<file path="config.mk">
export PLATFORM = sky130hd
export DESIGN_NAME = xbus_ctrl
export DESIGN_NICKNAME = d
export VERILOG_FILES = /design/src/rtl/xbus_pkg.sv /design/src/rtl/xbus_regs.sv /design/src/rtl/xbus_sector.sv /design/src/rtl/xbus_seq.sv /design/src/rtl/xbus_keeper.sv /design/src/rtl/xbus_ctrl.sv
export SDC_FILE = /design/constraint.sdc
export NUM_CORES = 1
export LEC_CHECK = 0
export BUFFER_PORTS_ARGS = -buffer_cell sky130_fd_sc_hd__buf_2
export CAP_MARGIN = 10
export CORE_MARGIN = 5
export CORE_UTILIZATION = 50
export DETAILED_ROUTE_END_ITERATION = 16
export GPL_TIMING_DRIVEN = 0
export PLACE_DENSITY_LB_ADDON = 0.25
export SETUP_SLACK_MARGIN = 0.3
export SYNTH_ARGS = -nofsm -noshare
export SYNTH_HDL_FRONTEND = slang
export SYNTH_HIERARCHICAL = 1
export SYNTH_SLANG_ARGS = --single-unit
</file>
<file path="constraint.sdc">
create_clock -name clk_i -period 4.7 [get_ports clk_i]
set_clock_uncertainty 0.2 [all_clocks]
set_input_delay 1.175 -clock clk_i [delete_from_list [all_inputs] [get_ports clk_i]]
set_output_delay 1.175 -clock clk_i [all_outputs]
set_load 0.01 [all_outputs]
</file>
<file path="src/rtl/xbus_pkg.sv">
package xbus_pkg;
  localparam int LIM_W = 3;
  localparam int WC_W  = 2;

  typedef enum logic [2:0] {
    S_IDLE, S_ADDR, S_STRB, S_HOLD, S_TAIL
  } seq_state_e;

  typedef struct packed {
    logic             en;
    logic             keep;
    logic [LIM_W-1:0] limit;
    logic [WC_W-1:0]  wc_lo;
    logic [WC_W-1:0]  wc_hi;
  } xcfg_t;
endpackage

</file>
<file path="src/rtl/xbus_regs.sv">
module xbus_regs
  import xbus_pkg::*;
#(
  parameter int DW = 8
) (
  input  logic          clk_i,
  input  logic          rst_ni,
  input  logic          we_i,
  input  logic          sel_i,
  input  logic [DW-1:0] wdata_i,
  output logic [DW-1:0] rdata_o,
  output xcfg_t         cfg_o
);
  localparam int SEC_USED = LIM_W + 2 * WC_W;

  xcfg_t cfg_q;

  always_ff @(posedge clk_i or negedge rst_ni) begin
    if (!rst_ni) begin
      cfg_q <= '0;
    end else if (we_i) begin
      if (!sel_i) begin
        cfg_q.en   <= wdata_i[0];
        cfg_q.keep <= wdata_i[1];
      end else begin
        cfg_q.limit <= wdata_i[LIM_W-1:0];
        cfg_q.wc_lo <= wdata_i[LIM_W +: WC_W];
        cfg_q.wc_hi <= wdata_i[LIM_W+WC_W +: WC_W];
      end
    end
  end

  always_comb begin
    rdata_o = '0;
    if (!sel_i) begin
      rdata_o[0] = cfg_q.en;
      rdata_o[1] = cfg_q.keep;
    end else begin
      rdata_o[SEC_USED-1:0] = {cfg_q.wc_hi, cfg_q.wc_lo, cfg_q.limit};
    end
  end

  assign cfg_o = cfg_q;

  // top bit is reserved in both registers
  p_rsvd_zero_r2: assert property (@(posedge clk_i) disable iff (!rst_ni)
    rdata_o[DW-1] == 1'b0);
endmodule

</file>
<file path="src/rtl/xbus_sector.sv">
module xbus_sector
  import xbus_pkg::*;
#(
  parameter int AW = 16
) (
  input  logic [AW-1:0]   addr_i,
  input  xcfg_t           cfg_i,
  output logic [WC_W-1:0] wcode_o
);
  logic [LIM_W-1:0] top;
  logic             upper;

  assign top     = addr_i[AW-1 -: LIM_W];
  assign upper   = (cfg_i.limit != '0) && (top >= cfg_i.limit);
  assign wcode_o = upper ? cfg_i.wc_hi : cfg_i.wc_lo;
endmodule

</file>
<file path="src/rtl/xbus_seq.sv">
module xbus_seq
  import xbus_pkg::*;
#(
  parameter int AW = 16,
  parameter int DW = 8
) (
  input  logic            clk_i,
  input  logic            rst_ni,
  input  logic            en_i,
  input  logic            req_i,
  input  logic            we_i,
  input  logic [AW-1:0]   addr_i,
  input  logic [DW-1:0]   wdata_i,
  input  logic [WC_W-1:0] wcode_i,
  input  logic            next_ram_i,
  input  logic [DW-1:0]   ad_i,
  output logic            ale_o,
  output logic            rd_o,
  output logic            wr_o,
  output logic            drv_oe_o,
  output logic [DW-1:0]   drv_val_o,
  output logic [AW-DW-1:0] ahi_o,
  output logic            done_o,
  output logic [DW-1:0]   rdata_o
);
  localparam int HW = AW - DW;
  localparam logic [WC_W-1:0] WC_MAX = '1;
  localparam logic [WC_W-1:0] STR_MAX = WC_MAX - 1'b1;

  seq_state_e      state_q;
  logic [WC_W-1:0] cnt_q;
  logic [WC_W-1:0] code_q;
  logic            we_q;
  logic [DW-1:0]   alo_q;
  logic [HW-1:0]   ahi_q;
  logic [DW-1:0]   wd_q;
  logic [DW-1:0]   rd_q;
  logic            tail_en;

  assign tail_en = (code_q == WC_MAX);

  always_ff @(posedge clk_i or negedge rst_ni) begin
    if (!rst_ni) begin
      state_q <= S_IDLE;
      cnt_q   <= '0;
      code_q  <= '0;
      we_q    <= 1'b0;
      alo_q   <= '0;
      ahi_q   <= '0;
      wd_q    <= '0;
      rd_q    <= '0;
    end else begin
      unique case (state_q)
        S_IDLE: if (en_i && req_i) begin
          state_q <= S_ADDR;
          code_q  <= wcode_i;
          we_q    <= we_i;
          alo_q   <= addr_i[DW-1:0];
          ahi_q   <= addr_i[AW-1:DW];
          wd_q    <= wdata_i;
        end
        S_ADDR: begin
          state_q <= S_STRB;
          cnt_q   <= (code_q > STR_MAX) ? STR_MAX : code_q;
        end
        S_STRB: begin
          if (cnt_q == '0) begin
            state_q <= S_HOLD;
            if (!we_q) rd_q <= ad_i;
          end else begin
            cnt_q <= cnt_q - 1'b1;
          end
        end
        S_HOLD:  state_q <= tail_en ? S_TAIL : S_IDLE;
        S_TAIL:  state_q <= S_IDLE;
        default: state_q <= S_IDLE;
      endcase
    end
  end

  assign ale_o     = (state_q == S_ADDR) || ((state_q == S_TAIL) && next_ram_i);
  assign rd_o      = (state_q == S_STRB) && !we_q;
  assign wr_o      = (state_q == S_STRB) && we_q;
  assign drv_oe_o  = (state_q == S_ADDR) ||
                     (we_q && ((state_q == S_STRB) || (state_q == S_HOLD)));
  assign drv_val_o = (state_q == S_ADDR) ? alo_q : wd_q;
  assign ahi_o     = ahi_q;
  assign done_o    = ((state_q == S_HOLD) && !tail_en) || (state_q == S_TAIL);
  assign rdata_o   = rd_q;

  p_strobe_excl_r5: assert property (@(posedge clk_i) disable iff (!rst_ni)
    !(rd_o && wr_o));
  p_ale_no_strobe_r4: assert property (@(posedge clk_i) disable iff (!rst_ni)
    ale_o |-> !(rd_o || wr_o));
  p_ahi_hold_r11: assert property (@(posedge clk_i) disable iff (!rst_ni)
    !$stable(ahi_q) |-> (state_q == S_ADDR));
  p_done_pulse_r8: assert property (@(posedge clk_i) disable iff (!rst_ni)
    done_o |=> !done_o);
  p_tail_code_r7: assert property (@(posedge clk_i) disable iff (!rst_ni)
    (state_q == S_TAIL) |-> (code_q == WC_MAX));
  p_strb_exit_r5: assert property (@(posedge clk_i) disable iff (!rst_ni)
    (state_q == S_STRB) |=> (state_q == S_STRB || state_q == S_HOLD));
endmodule

</file>
<file path="src/rtl/xbus_keeper.sv">
module xbus_keeper #(
  parameter int DW = 8
) (
  input  logic          clk_i,
  input  logic          rst_ni,
  input  logic          en_i,
  input  logic          keep_i,
  input  logic          drv_oe_i,
  input  logic [DW-1:0] drv_val_i,
  input  logic          rd_i,
  input  logic [DW-1:0] ad_i,
  output logic [DW-1:0] ad_o,
  output logic          ad_keep_o
);
  logic [DW-1:0] last_q;

  always_ff @(posedge clk_i or negedge rst_ni) begin
    if (!rst_ni)       last_q <= '0;
    else if (drv_oe_i) last_q <= drv_val_i;
    else if (rd_i)     last_q <= ad_i;
  end

  always_comb begin
    ad_o = '0;
    if (en_i) begin
      if (drv_oe_i)    ad_o = drv_val_i;
      else if (keep_i) ad_o = last_q;
    end
  end

  assign ad_keep_o = en_i && keep_i && !drv_oe_i;

  p_keep_stable_r10: assert property (@(posedge clk_i) disable iff (!rst_ni)
    (ad_keep_o && $past(ad_keep_o) && !$past(rd_i)) |-> $stable(ad_o));
endmodule

</file>
<file path="src/rtl/xbus_ctrl.sv">
module xbus_ctrl
  import xbus_pkg::*;
#(
  parameter int AW = 16,
  parameter int DW = 8
) (
  input  logic               clk_i,
  input  logic               rst_ni,
  input  logic               cfg_we_i,
  input  logic               cfg_sel_i,
  input  logic [DW-1:0]      cfg_wdata_i,
  output logic [DW-1:0]      cfg_rdata_o,
  input  logic               req_i,
  input  logic               req_we_i,
  input  logic [AW-1:0]      req_addr_i,
  input  logic [DW-1:0]      req_wdata_i,
  input  logic               next_ram_i,
  output logic               done_o,
  output logic [DW-1:0]      rdata_o,
  output logic               en_o,
  output logic               ale_o,
  output logic               rd_o,
  output logic               wr_o,
  output logic [DW-1:0]      ad_o,
  output logic               ad_oe_o,
  output logic               ad_keep_o,
  input  logic [DW-1:0]      ad_i,
  output logic [AW-DW-1:0]   ahi_o
);
  localparam int HW = AW - DW;

  xcfg_t           cfg;
  logic [WC_W-1:0] wcode;
  logic            s_ale, s_rd, s_wr, s_oe, s_done;
  logic [DW-1:0]   s_val;
  logic [HW-1:0]   s_ahi;

  xbus_regs #(.DW(DW)) u_regs (
    .clk_i   (clk_i),
    .rst_ni  (rst_ni),
    .we_i    (cfg_we_i),
    .sel_i   (cfg_sel_i),
    .wdata_i (cfg_wdata_i),
    .rdata_o (cfg_rdata_o),
    .cfg_o   (cfg)
  );

  xbus_sector #(.AW(AW)) u_sector (
    .addr_i  (req_addr_i),
    .cfg_i   (cfg),
    .wcode_o (wcode)
  );

  xbus_seq #(.AW(AW), .DW(DW)) u_seq (
    .clk_i      (clk_i),
    .rst_ni     (rst_ni),
    .en_i       (cfg.en),
    .req_i      (req_i),
    .we_i       (req_we_i),
    .addr_i     (req_addr_i),
    .wdata_i    (req_wdata_i),
    .wcode_i    (wcode),
    .next_ram_i (next_ram_i),
    .ad_i       (ad_i),
    .ale_o      (s_ale),
    .rd_o       (s_rd),
    .wr_o       (s_wr),
    .drv_oe_o   (s_oe),
    .drv_val_o  (s_val),
    .ahi_o      (s_ahi),
    .done_o     (s_done),
    .rdata_o    (rdata_o)
  );

  xbus_keeper #(.DW(DW)) u_keeper (
    .clk_i     (clk_i),
    .rst_ni    (rst_ni),
    .en_i      (cfg.en),
    .keep_i    (cfg.keep),
    .drv_oe_i  (s_oe),
    .drv_val_i (s_val),
    .rd_i      (s_rd),
    .ad_i      (ad_i),
    .ad_o      (ad_o),
    .ad_keep_o (ad_keep_o)
  );

  assign en_o    = cfg.en;
  assign ale_o   = cfg.en && s_ale;
  assign rd_o    = cfg.en && s_rd;
  assign wr_o    = cfg.en && s_wr;
  assign ad_oe_o = cfg.en && s_oe;
  assign done_o  = s_done;
  assign ahi_o   = cfg.en ? s_ahi : '0;

  p_off_quiet_r3: assert property (@(posedge clk_i) disable iff (!rst_ni)
    !en_o |-> !(ale_o || rd_o || wr_o || ad_oe_o || ad_keep_o));
endmodule

</file>
# Word level (Yosys, flattened, before mapping)
# Cells that the tools add are included.
# word_totals
in_bits	47
reg_bits	57
# classes
addsub	1
n_reduce_logical	31
n_lt_le_gt_ge	2
n_bitwise	2
n_mux	17
eq_ne	8
# ops
operator	n
two-way mux 8 bit	7
logical AND 1 bit	13
case mux 3 bit (4 select lines)	1
AND reduction 2 bit	5
two-way mux 3 bit	3
two-way mux 2 bit	4
equality test 3 x 2 -> 1 bit, second input constant	2
two-way mux 5 bit	1
logical OR 1 bit	4
!= test 2 x 1 -> 1 bit, second input constant	2
case mux 2 bit (2 select lines)	1
nonzero test 2 bit	2
equality test 3 x 1 -> 1 bit, second input constant	1
equality test 3 bit, second input constant	1
greater-or-equal comparator 3 bit	1
zero test 1 bit	3
zero test 3 bit	1
AND reduction 3 bit	1
nonzero test 3 bit	1
equality test 2 bit, second input constant	1
greater-than comparator 2 bit, second input constant	1
zero test 2 bit	1
!= test 2 bit, second input constant	1
NOT 1 bit	2
subtractor 2 x 1 -> 2 bit, second input constant	1

# Logic depth before layout (Yosys ltp)
# depth
ltp_word	6
ltp_mapped	7
ltp_nobuf	7

# Cells and area by module
# The synthesis kept the hierarchy.
# by_module_without_submodules
mod	seq_area_each_um2	instances	area_per_inst_um2	cells_each
xbus_seq	1001.0	1	1771.7	126
xbus_keeper	200.2	1	513.0	54
xbus_regs	225.2	1	419.2	30
xbus_sector	0.0	1	117.6	13
xbus_ctrl	0.0	1	96.3	13

# Worst setup path before layout
# No wires, ideal clock.
# synth_timing
kind	in2out
start	input cfg_sel_i
end	output cfg_rdata_o[0]
t_arrival_ps	1666
stages	2
required_ps	3325
path_slack_ps	1659
cell_sequence	buf_4 -> mux2_2
# synth_via
elab_chain_len	1
# synth_lines
item	line_no	rtl
start, declared	xbus_ctrl.sv:10	input logic cfg_sel_i,
two-way mux 2 bit	xbus_regs.sv:35	if (!sel_i) begin
end, declared	xbus_ctrl.sv:12	output logic [DW-1:0] cfg_rdata_o,
# Every way passes these cells.

# Worst setup path after layout
# layout_timing
start	register u_seq.state_q[0]
end	output ad_o[6]
# layout_via
elab_chain_len	6
# layout_lines
item	line_no	rtl
start, declared	xbus_seq.sv:30	seq_state_e state_q;
start signal, assigned	xbus_seq.sv:74	S_HOLD: state_q <= tail_en ? S_TAIL : S_IDLE;
equality test 3 x 2 -> 1 bit	xbus_seq.sv:85	(we_q && ((state_q == S_STRB) || (state_q == S_HOLD)));
logical OR 1 bit	xbus_seq.sv:85	
logical AND 1 bit	xbus_seq.sv:85	
logical OR 1 bit (*)	xbus_seq.sv:84	assign drv_oe_o = (state_q == S_ADDR) ||
named net s_oe	xbus_ctrl.sv:34	logic s_ale, s_rd, s_wr, s_oe, s_done;
two-way mux 8 bit (*)	xbus_keeper.sv:26	if (drv_oe_i) ad_o = drv_val_i;
two-way mux 8 bit (*)	xbus_keeper.sv:25	if (en_i) begin
end, declared	xbus_ctrl.sv:24	output logic [DW-1:0] ad_o,
# The timed path passes the listed nets; every way through them passes the cells marked *.

==> flow_results.org <==
** Status
- Result of the run :: finished, final reports clean

** CTS
- Reg clk slew, reported paths :: 0.06 ns
- Clock tree synthesis inserted a total of 9 buffers.
- Number of H-tree branching levels :: 3
- CTS tree :: built
- Max clock buf depth :: 2
- The later pin in the worst-skew pair is clocked with a latency of 0.33 ns.
- Post-cts gate resize count :: 0
- Number of buffers inserted for hold repair after clock tree synthesis :: 0
- Cell at the root of the clock tree :: clkbuf_8
- Post-CTS timing repair inserted 0 buffers for setup.
- Clock sinks :: 57

** Logic synthesis
- Among all flip-flop cells after synthesis, the most frequent one is dfrtp_1.
- In the post-synthesis netlist, the biggest area contributors are dfrtp_1 49%, mux2_2 20%, mux2i_1 3.1%, nand3b_1 2.6%, and2_1 2.1%.
- In the post-synthesis netlist, the cell with the most instances is dfrtp_1.
- Area share of the largest cell type after synthesis :: 48.9%
- Average instance area after synthesis :: 12.4 um^2
- Fraction of registers with async set or reset after synthesis :: 100%
- In this run the cell area of the synthesized design comes to 0.00292 mm^2.
- Post-synth EDFFs :: 0
- Number of flip-flops and latches in the synthesized netlist :: 57
- Synthesis produced 236 cells.
- Synth warnings :: 6
- By count the netlist is led by 57 x dfrtp_1, 51 x mux2_2, 12 x nand2_1, 10 x and2_1, 10 x nand3b_1.
- After synthesis, the netlist uses 38 different library cells.
- Sequential cells were found to cover 48.9% of the synthesized design area.
- When the netlist entered floorplanning its net count stood at 287.
- Library cell with the largest summed area after synthesis :: dfrtp_1

** Routing
- Uppermost metal layer occupied by signal nets :: met4
- Post-DR vias/cell :: 5.14
- The detailed router put a total of 2.83 mm of wire on met1.
- Remaining antenna violation count after routing :: 0
- In the detailed route, the total length drawn on met3 is 470 um.
- Detailed routing inserted a total of 2,076 vias.
- Routed wire length per instance :: 16.1 um
- After detailed routing, the met2 layer carries 3.06 mm of wire.
- Final wirelength :: 6.49 mm
- Iteration-0 DRC count of the detailed router :: 78
- The pre-antenna-repair detailed-routing pass consisted of 4 iterations.
- Residual DRC :: 0

** Global route
- Via count of the first global-routing pass :: 2,211
- Gr ovfl total :: 0
- The number of antenna violations at the first check in global routing was 0.
- Global-route wire length before repair :: 10.8 mm
- All-Layer GR Usage :: 18.8%
- Maximum number of pins on one net before global-route repair :: 34

** Worst hold path
- Along the worst hold path, the cell count comes to 1.
- Type of the most critical hold path :: flip-flop to flip-flop
- The startpoint identified for the worst hold timing path is u_seq/alo_q[1]$_DFFE_PN0P_.
- Hold EP :: u_seq/alo_q[1]$_DFFE_PN0P_

** Floorplan
- The floorplan step defined a die boundary enclosing 0.00746 mm^2.
- Starting utilization of the core area :: 52.3%
- Die Y-Extent :: 86.4 um
- Core region area :: 0.00557 mm^2
- 86 I/O pins were placed.
- Site row count :: 27
- Die width :: 86.4 um

** STA
- Final Cycle Share :: 75.6%
- Summed negative setup slack over all endpoints :: 0 ns
- Final number of setup-violating endpoints :: 0
- Counting I/O delays and the setup requirement, the final critical path takes 3.56 ns.
- Final hold violations :: 0
- For the pin with the worst max-slew slack, the measured transition is 0.703 ns.
- The final max-slew violation count was 0.
- In this run the tightest slew margin relative to its limit is 52.8%.
- Hold is met by 0.295 ns.
- Setup repair after global routing left no endpoint under its margin.
- Static timing analysis puts the maximum clock frequency at 281 MHz.

** Placement
- Placer's final routability congestion estimate :: 0.796
- Buffers placed on the I/O ports in this run total 82.
- Summed over all nets, the half-perimeter wirelength after detailed placement is 4.78 mm.

** Power and ir drop
- In this run, the combinational gates consume 44.8% of the power.
- Clock power frac :: 17.0%
- LEAKAGE :: 1.70 nW
- Switching power total :: 0.772 mW
- Switching share of total power :: 35.0%
- In this run the power density over the cells is 615 mW/mm^2.
- Registers are responsible for 38.2% of the overall power.
- Maximum resistive drop on vdd :: 0.233 mV
- Post-layout total power :: 2.21 mW
- Internal power summed over all cells :: 1.44 mW

** Critical path
- Req. time, crit path :: 3.32 ns
- Worst reg2reg path depth :: 4
- The worst register-to-register path has a setup slack of 2.31 ns.
- The worst register-to-register path ends at u_seq/ahi_o[7]$_DFFE_PN0P_.
- Startpoint kind of the worst setup timing path :: flip-flop
- The worst setup path is of the flip-flop to output pin kind.
- Setup crit end kind :: output pin
- For the worst setup path, the data arrival time is 2.18 ns.
- The startpoint identified for the worst register-to-register timing path is u_regs/cfg_o[8]$_DFFE_PN0P_.
- In this run the worst path has a maximum fanout of 10.

** Layout
- The filler cells instantiated in the layout total 490.
- Layout cell share with drive strength beyond 1 :: 52.4%
- Fin nets :: 381
- The repair_antennas step left the layout with diodes totalling 0.
- Area overhead of the layout relative to synthesis :: 23.0%

** Flow run
- # Max-Cap Violations :: 0
## cells in the final DEF (no fill, tap or decap), types with 2 or more instances in the layout
master | netlist | final
a21boi_0 | 5 | 5
nor3b_1 | 2 | 2
nor3_1 | 2 | 2
a21oi_1 | 3 | 3
nand3b_1 | 10 | 10
o21ai_0 | 9 | 9
nand2_1 | 12 | 12
nor4b_1 | 2 | 2
clkbuf_8 | 0 | 10
clkbuf_1 | 0 | 2
buf_6 | 5 | 5
mux2_1 | 5 | 5
inv_1 | 7 | 7
nor2_1 | 7 | 7
mux2_2 | 51 | 51
mux2i_1 | 9 | 9
ha_1 | 4 | 4
and2_1 | 10 | 10
a21boi_1 | 3 | 3
buf_2 | 5 | 87
dfrtp_1 | 57 | 57
and2_2 | 8 | 8
buf_4 | 3 | 3
## worst max path at each step
stage | from | endpoint | slack (ns) | cells past startpoint
final | u_seq/state_q[0]$_DFFE_PN0P_ | ad_o[6] | 1.14 | 7
after CTS | u_seq/state_q[0]$_DFFE_PN0P_ | ad_o[6] | 1.13 | 7
after global routing | u_seq/state_q[0]$_DFFE_PN0P_ | ad_o[1] | 0.94 | 7
after floorplan | cfg_sel_i | cfg_rdata_o[0] | 1.66 | 2
after global placement | u_seq/state_q[0]$_DFFE_PN0P_ | ad_o[6] | 1.48 | 7
after detailed placement | u_seq/state_q[0]$_DFFE_PN0P_ | ad_o[6] | 1.50 | 7
## metal layers
metal	GRT usage (%)	vias to the layer above
li1	-	1014
met1	23.5	993
met2	29.4	59
met3	5.61	10
met4	9.35	0
met5	0	-
## area by class of cell
class / count / area [um^2] / share of cell area, %
flip-flops and latches: 57 / 1430 / 39.7
repair buffers: 83 / 430 / 12.0
inverters: 7 / 26.3 / 0.732
clock buffers: 12 / 145 / 4.04
clock inverters: 1 / 5.00 / 0.139
well taps: 72 / 90.1 / 2.51
plain buffers: 13 / 104 / 2.89
multi-input cells: 159 / 1360 / 37.9
## logic make-up (layout without fill, tap and decap cells)
kind of cell / count (synthesis) / count (layout) / share of synthesized area, %
mux: 65 / 65 / 24.7
simple gates: 61 / 61 / 13.5
flops: 57 / 57 / 48.9
compound gates: 27 / 27 / 6.30
buf+inv: 20 / 116 / 4.46
fa+ha+maj: 4 / 4 / 1.72
other cells: 1 / 1 / 0.129
xor+xnor: 1 / 1 / 0.300
## worst max-delay path, cell delays in order (launching register included)
cell	delay [ns]
dfrtp_1	0.46
buf_2	0.25
mux2i_1	0.09
nor2_1	0.40
buf_4	0.26
nand2_1	0.07
a21boi_1	0.15
buf_2	0.16
## sequential cells by signal, indices dropped and copies added, names as in the netlist
signal	flops
u_regs/cfg_o	9
u_keeper/last_q	8
u_seq/ahi_o	8
u_seq/alo_q	8
u_seq/rdata_o	8
u_seq/wd_q	8
u_seq/state_q	3
u_seq/cnt_q	2
u_seq/code_q	2
u_seq/we_q	1
## metrics by stage
step                cells  utilization, %  cell area, um^2  setup slack [ns]
finish                404            64.4             3590              1.14
global route          404            64.4             3590             0.945
CTS                   404            64.4             3590              1.13
detailed placement    391            61.7             3440              1.50
global placement      390            61.3             3420              1.48
floorplan             236               -             2920              1.66
## power by group through the flow
stage          Sequential (mW)  Clock [mW]  Combinational (mW)
3_3_place_gp             0.839           0               0.966
2_1_floorplan            0.835           0               0.710
5_1_grt                  0.877       0.410                1.09
3_5_place_dp             0.855           0               0.991
6_report                 0.844       0.376               0.988
4_1_cts                  0.847       0.385                1.00
(Power assumes the default switching activity.)
